File: src/rtl/irq_agg_pkg.sv
package irq_agg_pkg;

    typedef enum logic [0:0] {
        LINE_IDLE   = 1'b0,
        LINE_ACTIVE = 1'b1
    } line_state_e;

    localparam logic [3:0] ADR_MASK_OR  = 4'h0;
    localparam logic [3:0] ADR_MASK_CLR = 4'h1;
    localparam logic [3:0] ADR_PRIO     = 4'h2;
    localparam logic [3:0] ADR_GRP_OR   = 4'h3;
    localparam logic [3:0] ADR_GRP_CLR  = 4'h4;

    localparam logic [3:0] IMASK_BLOCK_ALL = 4'hF;

endpackage

File: src/rtl/irq_agg_regs.sv
module irq_agg_regs
    import irq_agg_pkg::*;
#(
    parameter int N_SRC   = 8,
    parameter int FIELD_W = 4,
    parameter int N_GRP   = 2,
    parameter int DATA_W  = 32,
    parameter int ADDR_W  = 4,
    parameter int CNT_W   = 3,
    parameter logic [N_GRP-1:0][N_SRC-1:0] GRP_MAP = '0
) (
    input  logic                          clk,
    input  logic                          rst_n,
    input  logic [ADDR_W-1:0]             bus_addr,
    input  logic                          bus_wr,
    input  logic [DATA_W-1:0]             bus_wdata,
    output logic [DATA_W-1:0]             bus_rdata,
    output logic [N_SRC-1:0][CNT_W-1:0]   cnt_up,
    output logic [N_SRC-1:0][CNT_W-1:0]   cnt_dn
);

    localparam int PRIO_W = N_SRC * FIELD_W;

    logic [N_SRC-1:0]  mask_q, mask_nx;
    logic [PRIO_W-1:0] prio_q, prio_nx;
    logic [N_GRP-1:0]  grp_q, grp_nx;
    logic              unmapped;

    assign unmapped = (bus_addr > ADDR_W'(ADR_GRP_CLR));

    // next register values for the addressed write
    always_comb begin
        mask_nx = mask_q;
        prio_nx = prio_q;
        grp_nx  = grp_q;
        if (bus_wr) begin
            case (bus_addr)
                ADDR_W'(ADR_MASK_OR):  mask_nx = mask_q | bus_wdata[N_SRC-1:0];
                ADDR_W'(ADR_MASK_CLR): mask_nx = mask_q & ~bus_wdata[N_SRC-1:0];
                ADDR_W'(ADR_PRIO):     prio_nx = bus_wdata[PRIO_W-1:0];
                ADDR_W'(ADR_GRP_OR):   grp_nx  = grp_q | bus_wdata[N_GRP-1:0];
                ADDR_W'(ADR_GRP_CLR):  grp_nx  = grp_q & ~bus_wdata[N_GRP-1:0];
                default: ;
            endcase
        end
    end

    always_ff @(posedge clk or negedge rst_n) begin
        if (!rst_n) begin
            mask_q <= '0;
            prio_q <= '0;
            grp_q  <= '0;
        end else begin
            mask_q <= mask_nx;
            prio_q <= prio_nx;
            grp_q  <= grp_nx;
        end
    end

    // per-source enable count adjustments from fields that change state
    always_comb begin
        for (int i = 0; i < N_SRC; i++) begin
            logic was_on, now_on;
            cnt_up[i] = '0;
            cnt_dn[i] = '0;
            if (mask_q[N_SRC-1-i] != mask_nx[N_SRC-1-i]) begin
                if (mask_nx[N_SRC-1-i]) cnt_up[i] = cnt_up[i] + CNT_W'(1);
                else                    cnt_dn[i] = cnt_dn[i] + CNT_W'(1);
            end
            was_on = |prio_q[(N_SRC-1-i)*FIELD_W +: FIELD_W];
            now_on = |prio_nx[(N_SRC-1-i)*FIELD_W +: FIELD_W];
            if (was_on != now_on) begin
                if (now_on) cnt_up[i] = cnt_up[i] + CNT_W'(1);
                else        cnt_dn[i] = cnt_dn[i] + CNT_W'(1);
            end
            for (int g = 0; g < N_GRP; g++) begin
                if (GRP_MAP[g][i] && (grp_q[N_GRP-1-g] != grp_nx[N_GRP-1-g])) begin
                    if (grp_nx[N_GRP-1-g]) cnt_up[i] = cnt_up[i] + CNT_W'(1);
                    else                   cnt_dn[i] = cnt_dn[i] + CNT_W'(1);
                end
            end
        end
    end

    // read-back of the stored registers
    always_comb begin
        case (bus_addr)
            ADDR_W'(ADR_MASK_OR), ADDR_W'(ADR_MASK_CLR): bus_rdata = DATA_W'(mask_q);
            ADDR_W'(ADR_PRIO):                           bus_rdata = DATA_W'(prio_q);
            ADDR_W'(ADR_GRP_OR), ADDR_W'(ADR_GRP_CLR):   bus_rdata = DATA_W'(grp_q);
            default:                                     bus_rdata = '0;
        endcase
    end

    AST_UNMAPPED_NO_WRITE: assert property (@(posedge clk) disable iff (!rst_n)
        (bus_wr && unmapped) |=> ($stable(mask_q) && $stable(prio_q) && $stable(grp_q)));

    AST_CLR_NEVER_SETS: assert property (@(posedge clk) disable iff (!rst_n)
        (bus_wr && bus_addr == ADDR_W'(ADR_MASK_CLR)) |=> ((mask_q & ~$past(mask_q)) == '0));

endmodule

File: src/rtl/irq_agg_enables.sv
module irq_agg_enables #(
    parameter int N_SRC = 8,
    parameter int N_GRP = 2,
    parameter int CNT_W = 3,
    parameter logic [N_GRP-1:0][N_SRC-1:0] GRP_MAP = '0
) (
    input  logic                        clk,
    input  logic                        rst_n,
    input  logic [N_SRC-1:0][CNT_W-1:0] cnt_up,
    input  logic [N_SRC-1:0][CNT_W-1:0] cnt_dn,
    output logic [N_SRC-1:0]            en_full
);

    function automatic int member_count(int idx);
        int c = 0;
        for (int g = 0; g < N_GRP; g++) begin
            if (GRP_MAP[g][idx]) c++;
        end
        return c;
    endfunction

    for (genvar i = 0; i < N_SRC; i++) begin : g_src
        // one mask bit, one priority field, plus every group holding the source
        localparam logic [CNT_W-1:0] EN_MAX = CNT_W'(2 + member_count(i));
        logic [CNT_W-1:0] cnt_q;

        always_ff @(posedge clk or negedge rst_n) begin
            if (!rst_n) cnt_q <= '0;
            else        cnt_q <= cnt_q + cnt_up[i] - cnt_dn[i];
        end

        assign en_full[i] = (cnt_q == EN_MAX);

        AST_CNT_WITHIN_MAX: assert property (@(posedge clk) disable iff (!rst_n)
            cnt_q <= EN_MAX);
    end

endmodule

File: src/rtl/irq_agg_vsel.sv
module irq_agg_vsel #(
    parameter int N_SRC    = 8,
    parameter int VEC_W    = 12,
    parameter int VEC_BASE = 'h400,
    parameter int VEC_STEP = 'h20
) (
    input  logic [N_SRC-1:0] pending,
    output logic             any_pend,
    output logic [VEC_W-1:0] sel_vec
);

    localparam int IDX_W = (N_SRC > 1) ? $clog2(N_SRC) : 1;

    logic [IDX_W-1:0] sel_idx;

    // scan downward so the lowest index wins
    always_comb begin
        sel_idx = '0;
        for (int i = N_SRC - 1; i >= 0; i--) begin
            if (pending[i]) sel_idx = IDX_W'(i);
        end
    end

    assign any_pend = |pending;
    assign sel_vec  = VEC_W'(VEC_BASE) + VEC_W'(int'(sel_idx) * VEC_STEP);

endmodule

File: src/rtl/irq_source_aggregator.sv
module irq_source_aggregator
    import irq_agg_pkg::*;
#(
    parameter int N_SRC    = 8,
    parameter int FIELD_W  = 4,
    parameter int N_GRP    = 2,
    parameter int DATA_W   = 32,
    parameter int ADDR_W   = 4,
    parameter int VEC_W    = 12,
    parameter int VEC_BASE = 'h400,
    parameter int VEC_STEP = 'h20,
    parameter logic [N_GRP-1:0][N_SRC-1:0] GRP_MAP = {8'b1100_0000, 8'b0011_0000}
) (
    input  logic              clk,
    input  logic              rst_n,
    input  logic [N_SRC-1:0]  src_in,
    input  logic [ADDR_W-1:0] bus_addr,
    input  logic              bus_wr,
    input  logic [DATA_W-1:0] bus_wdata,
    output logic [DATA_W-1:0] bus_rdata,
    input  logic [3:0]        imask,
    output logic              cpu_irq,
    output logic [VEC_W-1:0]  vec_code,
    output logic              vec_valid
);

    localparam int CNT_W = $clog2(N_GRP + 3);

    logic [N_SRC-1:0][CNT_W-1:0] cnt_up, cnt_dn;
    logic [N_SRC-1:0]            en_full;
    logic [N_SRC-1:0]            src_q;
    logic [N_SRC-1:0]            pending;
    logic                        any_pend;
    logic [VEC_W-1:0]            sel_vec;
    line_state_e                 line_q, line_nx;

    irq_agg_regs #(
        .N_SRC(N_SRC), .FIELD_W(FIELD_W), .N_GRP(N_GRP), .DATA_W(DATA_W),
        .ADDR_W(ADDR_W), .CNT_W(CNT_W), .GRP_MAP(GRP_MAP)
    ) regs_i (
        .clk(clk), .rst_n(rst_n), .bus_addr(bus_addr), .bus_wr(bus_wr),
        .bus_wdata(bus_wdata), .bus_rdata(bus_rdata),
        .cnt_up(cnt_up), .cnt_dn(cnt_dn)
    );

    irq_agg_enables #(
        .N_SRC(N_SRC), .N_GRP(N_GRP), .CNT_W(CNT_W), .GRP_MAP(GRP_MAP)
    ) enables_i (
        .clk(clk), .rst_n(rst_n), .cnt_up(cnt_up), .cnt_dn(cnt_dn),
        .en_full(en_full)
    );

    // synchronous sampling of the level inputs
    always_ff @(posedge clk or negedge rst_n) begin
        if (!rst_n) src_q <= '0;
        else        src_q <= src_in;
    end

    assign pending = src_q & en_full;

    irq_agg_vsel #(
        .N_SRC(N_SRC), .VEC_W(VEC_W), .VEC_BASE(VEC_BASE), .VEC_STEP(VEC_STEP)
    ) vsel_i (
        .pending(pending), .any_pend(any_pend), .sel_vec(sel_vec)
    );

    // line machine: state register
    always_ff @(posedge clk or negedge rst_n) begin
        if (!rst_n) line_q <= LINE_IDLE;
        else        line_q <= line_nx;
    end

    // line machine: transitions RAISE and DROP
    always_comb begin
        line_nx = line_q;
        unique case (line_q)
            LINE_IDLE:   if (any_pend)  line_nx = LINE_ACTIVE;
            LINE_ACTIVE: if (!any_pend) line_nx = LINE_IDLE;
            default:     line_nx = LINE_IDLE;
        endcase
    end

    // outputs
    always_ff @(posedge clk or negedge rst_n) begin
        if (!rst_n) begin
            vec_code  <= '0;
            vec_valid <= 1'b0;
        end else if (any_pend && (imask != IMASK_BLOCK_ALL)) begin
            vec_code  <= sel_vec;
            vec_valid <= 1'b1;
        end else begin
            vec_code  <= '0;
            vec_valid <= 1'b0;
        end
    end

    assign cpu_irq = (line_q == LINE_ACTIVE);

    AST_IRQ_RAISE: assert property (@(posedge clk) disable iff (!rst_n)
        any_pend |=> cpu_irq);
    AST_IRQ_DROP: assert property (@(posedge clk) disable iff (!rst_n)
        !any_pend |=> !cpu_irq);
    AST_VALID_WITH_LINE: assert property (@(posedge clk) disable iff (!rst_n)
        vec_valid |-> cpu_irq);
    AST_MASKED_NO_VECTOR: assert property (@(posedge clk) disable iff (!rst_n)
        (imask == IMASK_BLOCK_ALL) |=> (!vec_valid && vec_code == '0));

endmodule

File: config.mk
export PLATFORM = sky130hd
export DESIGN_NAME = irq_source_aggregator
export DESIGN_NICKNAME = d
export VERILOG_FILES = /design/src/rtl/irq_agg_pkg.sv /design/src/rtl/irq_agg_regs.sv /design/src/rtl/irq_agg_enables.sv /design/src/rtl/irq_agg_vsel.sv /design/src/rtl/irq_source_aggregator.sv
export SDC_FILE = /design/constraint.sdc
export NUM_CORES = 1
export LEC_CHECK = 0
export BUFFER_PORTS_ARGS = -buffer_cell sky130_fd_sc_hd__buf_2
export CAP_MARGIN = 20
export CORE_ASPECT_RATIO = 1.75
export CORE_MARGIN = 2
export CORE_UTILIZATION = 51
export CTS_BUF_LIST = sky130_fd_sc_hd__clkbuf_8 sky130_fd_sc_hd__clkbuf_16
export DETAILED_ROUTE_END_ITERATION = 6
export GPL_ROUTABILITY_DRIVEN = 0
export MAX_ROUTING_LAYER = met4
export PLACE_DENSITY = 0.77
export SLEW_MARGIN = 25
export SYNTH_ARGS = -nofsm -noshare
export SYNTH_HDL_FRONTEND = slang
export SYNTH_SLANG_ARGS = --single-unit
File: constraint.sdc
create_clock -name clk -period 3.1 [get_ports clk]
set_input_delay 0 -clock clk [delete_from_list [all_inputs] [get_ports clk]]
set_output_delay 0 -clock clk [all_outputs]
set_load 0.1 [all_outputs]
# Word level (Yosys, flattened, before mapping)
# Cells that the tools add are included.
[op_classes]
add_sub_neg = 41
n_eq_ne = 31
muxes = 98
bitwise_logic = 7
n_reduce_logical = 21
[op_table]
columns = ["operator", "count"]
rows = [
  ["two-way mux 3 bit", 72],
  ["one-hot mux 32 bit (3 select lines)", 1],
  ["adder 3 x 1 -> 3 bit (second input constant)", 24],
  ["two-way mux 32 bit", 2],
  ["OR reduction 4 bit", 16],
  ["adder 3 bit", 8],
  ["== test 3 x 2 -> 1 bit (second input constant)", 8],
  ["subtractor 3 bit", 8],
  ["two-way mux 1 bit", 18],
  ["!= test 1 bit", 18],
  ["bitwise AND 8 bit", 2],
  ["one-hot mux 8 bit (2 select lines)", 1],
  ["adder 11 x 8 -> 12 bit (first input constant)", 1],
  ["two-way mux 12 bit", 1],
  ["== test 4 x 2 -> 1 bit (second input constant)", 2],
  ["two-way mux 8 bit", 1],
  ["inverter 8 bit", 1],
  ["bitwise OR 8 bit", 1],
  ["OR reduction 8 bit", 1],
  ["== test 4 x 1 -> 1 bit (second input constant)", 1],
  ["== test 4 x 3 -> 1 bit (second input constant)", 1],
  ["logical NOT 4 bit", 1],
  ["!= test 4 bit (second input constant)", 1],
  ["one-hot mux 2 bit (2 select lines)", 1],
  ["6 further kinds", 7],
]
[word_totals]
register_bits = 88
in_bits = 51
output_inout_bits = 46
wordCells = 213

# Logic depth before layout (Yosys ltp)
[logic_depth]
depth_word = 14
mapped_depth = 17
depth_no_buf = 14

# Cells and area by module
# Synthesis repeated with hierarchy kept, for this count alone.
[unflattened]
hier_cells = 567
area_unflattened_um2 = 6132.1
[modules_own_cells]
columns = ["module", "n_inst", "cells_each", "area_each_um2", "seq_area_each_um2"]
rows = [
  ["irq_agg_regs", 1, 361, 3601.0, 1051.0],
  ["irq_agg_enables", 1, 136, 1661.6, 600.6],
  ["irq_source_aggregator", 1, 46, 713.2, 550.5],
  ["irq_agg_vsel", 1, 24, 156.4, 0.0],
]

# Least setup slack after synthesis
# OpenSTA, ideal clock, no wires.
[synth_path]
path_type = "input -> register"
from = "input port bus_addr[2]"
to = "register enables_i.g_src[4].cnt_q[2]"
setup_time_ns = 0.080
t_arrival_ns = 3.308
required_time_ns = 3.020
path_slack_ns = -0.288
stages = 17
n_path_buf = 3
cell_sequence = "buf_4 nor3b_2 nand3b_1 buf_4 buf_6 mux2i_1 inv_1 ha_1 a21o_1 ha_1 a22o_1 fa_1 inv_1 fa_1 xnor2_1 xnor2_1 xnor2_1"
[synth_between]
elab_chain_len = 13
word_cells_on_any_way = 33
classes_between = "add/sub (6); eq/ne (7); mux (18); reduce/logical (2)"
[synth_lines]
columns = ["element", "line_no", "source"]
rows = [
  ["start, declared", "irq_source_aggregator.sv:17", "input logic [ADDR_W-1:0] bus_addr,"],
  ["== test 4 x 1 -> 1 bit or logical NOT 4 bit (tied branches)", "irq_agg_regs.sv:37", "case (bus_addr)"],
  ["one-hot mux 8 bit (2 select lines)", "irq_agg_regs.sv:37", ""],
  ["two-way mux 8 bit", "irq_agg_regs.sv:36", "if (bus_wr) begin"],
  ["two-way mux 1 bit or != test 1 bit (tied branches)", "irq_agg_regs.sv:67, irq_agg_regs.sv:66", ""],
  ["two-way mux 3 bit", "irq_agg_regs.sv:66", "if (mask_q[N_SRC-1-i] != mask_nx[N_SRC-1-i]) begin"],
  ["adder 3 x 1 -> 3 bit", "irq_agg_regs.sv:73", "if (now_on) cnt_up[i] = cnt_up[i] + CNT_W'(1);"],
  ["two-way mux 3 bit", "irq_agg_regs.sv:73", ""],
  ["two-way mux 3 bit", "irq_agg_regs.sv:72", "if (was_on != now_on) begin"],
  ["adder 3 x 1 -> 3 bit", "irq_agg_regs.sv:78", "if (grp_nx[N_GRP-1-g]) cnt_up[i] = cnt_up[i] + CNT_W'(1);"],
  ["two-way mux 3 bit", "irq_agg_regs.sv:78", ""],
  ["two-way mux 3 bit", "irq_agg_regs.sv:77", "if (GRP_MAP[g][i] && (grp_q[N_GRP-1-g] != grp_nx[N_GRP-1-g])) begin"],
  ["adder 3 bit", "irq_agg_enables.sv:29", "else cnt_q <= cnt_q + cnt_up[i] - cnt_dn[i];"],
  ["subtractor 3 bit (*)", "irq_agg_enables.sv:29", ""],
  ["end signal, assigned", "irq_agg_enables.sv:29", ""],
  ["end, declared", "irq_agg_enables.sv:25", "logic [CNT_W-1:0] cnt_q;"],
]
# Mark *: on every way between the ends. The rest lies on a longest branch, timed or not.

# Worst setup path in the final report
[layout_path]
from = "register regs_i.prio_q[10]"
to = "register enables_i.g_src[5].cnt_q[2]"
[layout_between]
elab_chain_len = 10
word_cells_on_any_way = 17
classes_between = "add/sub (4); eq/ne (1); mux (10); reduce/logical (2)"
[layout_lines]
columns = ["element", "line_no", "source"]
rows = [
  ["start, declared", "irq_agg_regs.sv:25", "logic [PRIO_W-1:0] prio_q, prio_nx;"],
  ["start signal, assigned", "irq_agg_regs.sv:55", "prio_q <= prio_nx;"],
  ["two-way mux 32 bit", "irq_agg_regs.sv:37", ""],
  ["two-way mux 32 bit", "irq_agg_regs.sv:36", ""],
  ["OR reduction 4 bit", "irq_agg_regs.sv:71", "now_on = |prio_nx[(N_SRC-1-i)*FIELD_W +: FIELD_W];"],
  ["two-way mux 3 bit or != test 1 bit (tied branches)", "irq_agg_regs.sv:73, irq_agg_regs.sv:72", ""],
  ["two-way mux 3 bit", "irq_agg_regs.sv:72", ""],
  ["adder 3 x 1 -> 3 bit", "irq_agg_regs.sv:78", ""],
  ["two-way mux 3 bit", "irq_agg_regs.sv:78", ""],
  ["two-way mux 3 bit", "irq_agg_regs.sv:77", ""],
  ["adder 3 bit", "irq_agg_enables.sv:29", ""],
  ["subtractor 3 bit (*)", "irq_agg_enables.sv:29", ""],
  ["end signal, assigned", "irq_agg_enables.sv:29", ""],
  ["end, declared", "irq_agg_enables.sv:25", ""],
]
# Marked as above.

==> results_dict.tcl <==
set metrics [dict create \
    status "finished, violations left" \
    violations "negative setup slack" \
    hold_path_class "in -> reg" \
    h-tree-depth 3 \
    cp_max_fo 2 \
    crit_type "reg -> reg" \
    p_seq_frac 0.359 \
    n_antenna_cell 0 \
    dp_hpwl_mm 8.99 \
    layout.nets 761 \
    fin_cells 783 \
    finalClockSkew_ps 6.29 \
    num_io_pins 97 \
    dominantRegCellSynth "dfrtp_1" \
    p_leak_uw 0.00361 \
    setup_violations 4 \
    drc 0 \
    drtIter0Drc 173 \
    worstSkewPairLatency_ps 340 \
    ys_ff_latch 79 \
    finalCriticalPeriod_ps 3350 \
    start_kind "flop" \
    overflow 0 \
    grt_pass1_wl_mm 20.7 \
    cp.arrival_ps 3600 \
    rows 48 \
    fin_ws_ps -255 \
    p_switching_uw 1660 \
    cts.root.buffer_cell "clkbuf_16" \
    p_sw_frac 0.375 \
    syn_area_um2 5110 \
    wl_per_cell_um 16.5 \
    design_area_um2 6970 \
    required_ps 3350 \
    maxSlewHeadroom 0.507 \
    initial_core_util 0.522 \
    die_y_um 136 \
    drtPass1Iterations 4 \
    fmax_ghz 0.298 \
    vias_per_cell 5.36 \
    ys_seq_area_frac 0.387 \
    grt_pass1_vias 4487 \
    tns_ps -789 \
    finalWirelength_mm 12.9 \
    worst-slew-pin-transition_ps 739 \
    pwr-share-comb 0.407 \
    cts_tree "built" \
    syn_avg_cell_area_um2 11.0 \
    track_usage 0.255 \
    cts_made_buffers 9 \
    placed_area_um2 6140 \
    vdd_drop_max_mv 0.643 \
    antenna_left 0 \
    setup.worst_path.end_class "flop" \
    core_area_um2 9790 \
    synth_cell_type_count 49 \
    synth_edf_count 0 \
    die_x_um 79.7 \
    clock_sinks 79 \
    fin_hold_ws_ps 28.6 \
    mostFrequentLayoutCells "87 x buf_2, 79 x dfrtp_1, 68 x buf_4" \
    drive_gt1_frac 0.356 \
    antenna_found_initial 0 \
    clockBufferDepth 2 \
    yosys_warnings 0 \
    netlist_instances 464 \
    vias 4193 \
    path_clk_slew_ps 60 \
    finalHoldViolations 0 \
    dieArea_um2 10900 \
    report.final.slew_viol_count 0 \
    powerDensity_nw_per_um2 635 \
    power.internal_uw 2770 \
    io_buffers 88 \
    final_common_cell "buf_2" \
    synthArstFlopShare 1.00 \
    maxCapViolations 0 \
    period_share 1.08 \
    grt_max_degree 80 \
    fin_util 0.712 \
    area_growth_pct 36.4 \
    rsz0062_at_grt "yes" \
    p_clk_frac 0.234 \
    r2r_setup_slack_ps -250 \
    dpl.cell_count 725 \
]
==> layout make-up <==
class | instances | area (um^2)
Inverter | 37 | 139
Sequential cell | 79 | 1980
Tap cell | 125 | 156
Multi-Input combinational cell | 333 | 3070
Timing Repair Buffer | 194 | 1340
Clock buffer | 9 | 225
Clock inverter | 6 | 61.3
Fill cell | 685 | 2820
==> worst max-delay path, cell delays in order, from the launching register on <==
cell and delay [ps]:
dfrtp_1 410, nor4_4 350, mux2i_2 140, ha_1 350, a21o_1 170, ha_1 290
a22o_1 230, fa_1 490, fa_2 350, xor2_1 180, xnor2_1 150, xnor2_1 150
==> through the flow <==
step	power [uW]	setup slack, ps
floorplan	2830	-175
global placement	3150	-151
detailed placement	3280	-329
CTS	4390	-257
global route	4670	-378
finish	4430	-255
==> kinds of logic after synthesis <==
| kind of cell | Yosys count | share of synthesized area |
|---|---|---|
| AOI/OAI and AO/OA | 63 | 0.0893 |
| xor gates and xnor gates | 28 | 0.0480 |
| adders and majority gates | 56 | 0.161 |
| buffers and inverters | 59 | 0.0541 |
| DFF | 79 | 0.387 |
| muxes | 40 | 0.0862 |
| other | 1 | 0.000734 |
| and+or+nand+nor | 138 | 0.174 |
==> state kept, by name, indices dropped and copies added (netlist names) <==
register               count
cpu_irq                    1
enables_i.g_src.cnt_q     24
regs_i.grp_q               2
regs_i.mask_q              8
regs_i.prio_q             32
src_q                      8
vec_code                   4
==> cell usage after synthesis (3+ instances only) <==
library cell  count  share of area
a211o_1           4         0.0069
a211oi_1          4         0.0059
a21o_1           14          0.021
a21oi_1           6         0.0059
a22o_1           12          0.021
a22oi_1           6         0.0088
a31oi_1           3         0.0037
and2_1           36          0.044
and3_1            4         0.0049
and3_2            4         0.0059
buf_2             5         0.0049
buf_4            11          0.016
clkbuf_1          5         0.0037
dfrtp_1          79           0.39
fa_1             16          0.063
ha_1             40          0.098
inv_1            37          0.027
mux2_1           12          0.026
mux2_2           20          0.044
mux2i_1           8          0.016
nand2_1          27          0.020
nand3b_1          3         0.0044
nand4b_1          4         0.0069
nor2_1           10         0.0073
nor2_2            4         0.0049
nor3b_1           8          0.012
nor4_1           17          0.021
o21ai_0          11          0.011
xnor2_1          26          0.045
==> what timing repair did <==
action / in CTS / in global routing
buffers inserted: 1 / 4
endpoints found under the hold margin: 120 / 0
gates resized for setup: 4 / 14
hold buffers: 38 / 0
pin swaps: 5 / 5
setup endpoints to repair: 6 / 7
==> path summary, 6_finish.rpt <==
path / from / to / cells after the start
max: regs_i.prio_q[10] / enables_i.g_src[5].cnt_q[2] / 11
min: bus_wdata[6] / regs_i.prio_q[6] / 3
max reg2reg: regs_i.prio_q[10] / enables_i.g_src[5].cnt_q[2] / 11
min reg2reg: enables_i.g_src[3].cnt_q[2] / enables_i.g_src[3].cnt_q[2] / 1
max in group asynchronous: rst_n / regs_i.mask_q[6] / 2
min in group asynchronous: rst_n / src_q[7] / 2
==> power by group through the flow <==
stage	Clock, uW	Combinational, uW	Sequential, uW
after floorplan	0	1120	1710
after global placement	0	1590	1560
after detailed placement	0	1700	1580
after CTS	1060	1760	1580
after global routing	1100	1950	1620
final	1040	1800	1590
==> routing by layer <==
| layer | track usage | part of all wire | wire length (um) |
|---|---|---|---|
| met1 | 0.270 | 0.38 | 4880 |
| met2 | 0.460 | 0.56 | 7250 |
| met3 | 0.0378 | 0.033 | 431 |
| met4 | 0.117 | 0.027 | 355 |
| met5 | - | 0 | 0 |
Power figures use the tool's default switching activity.
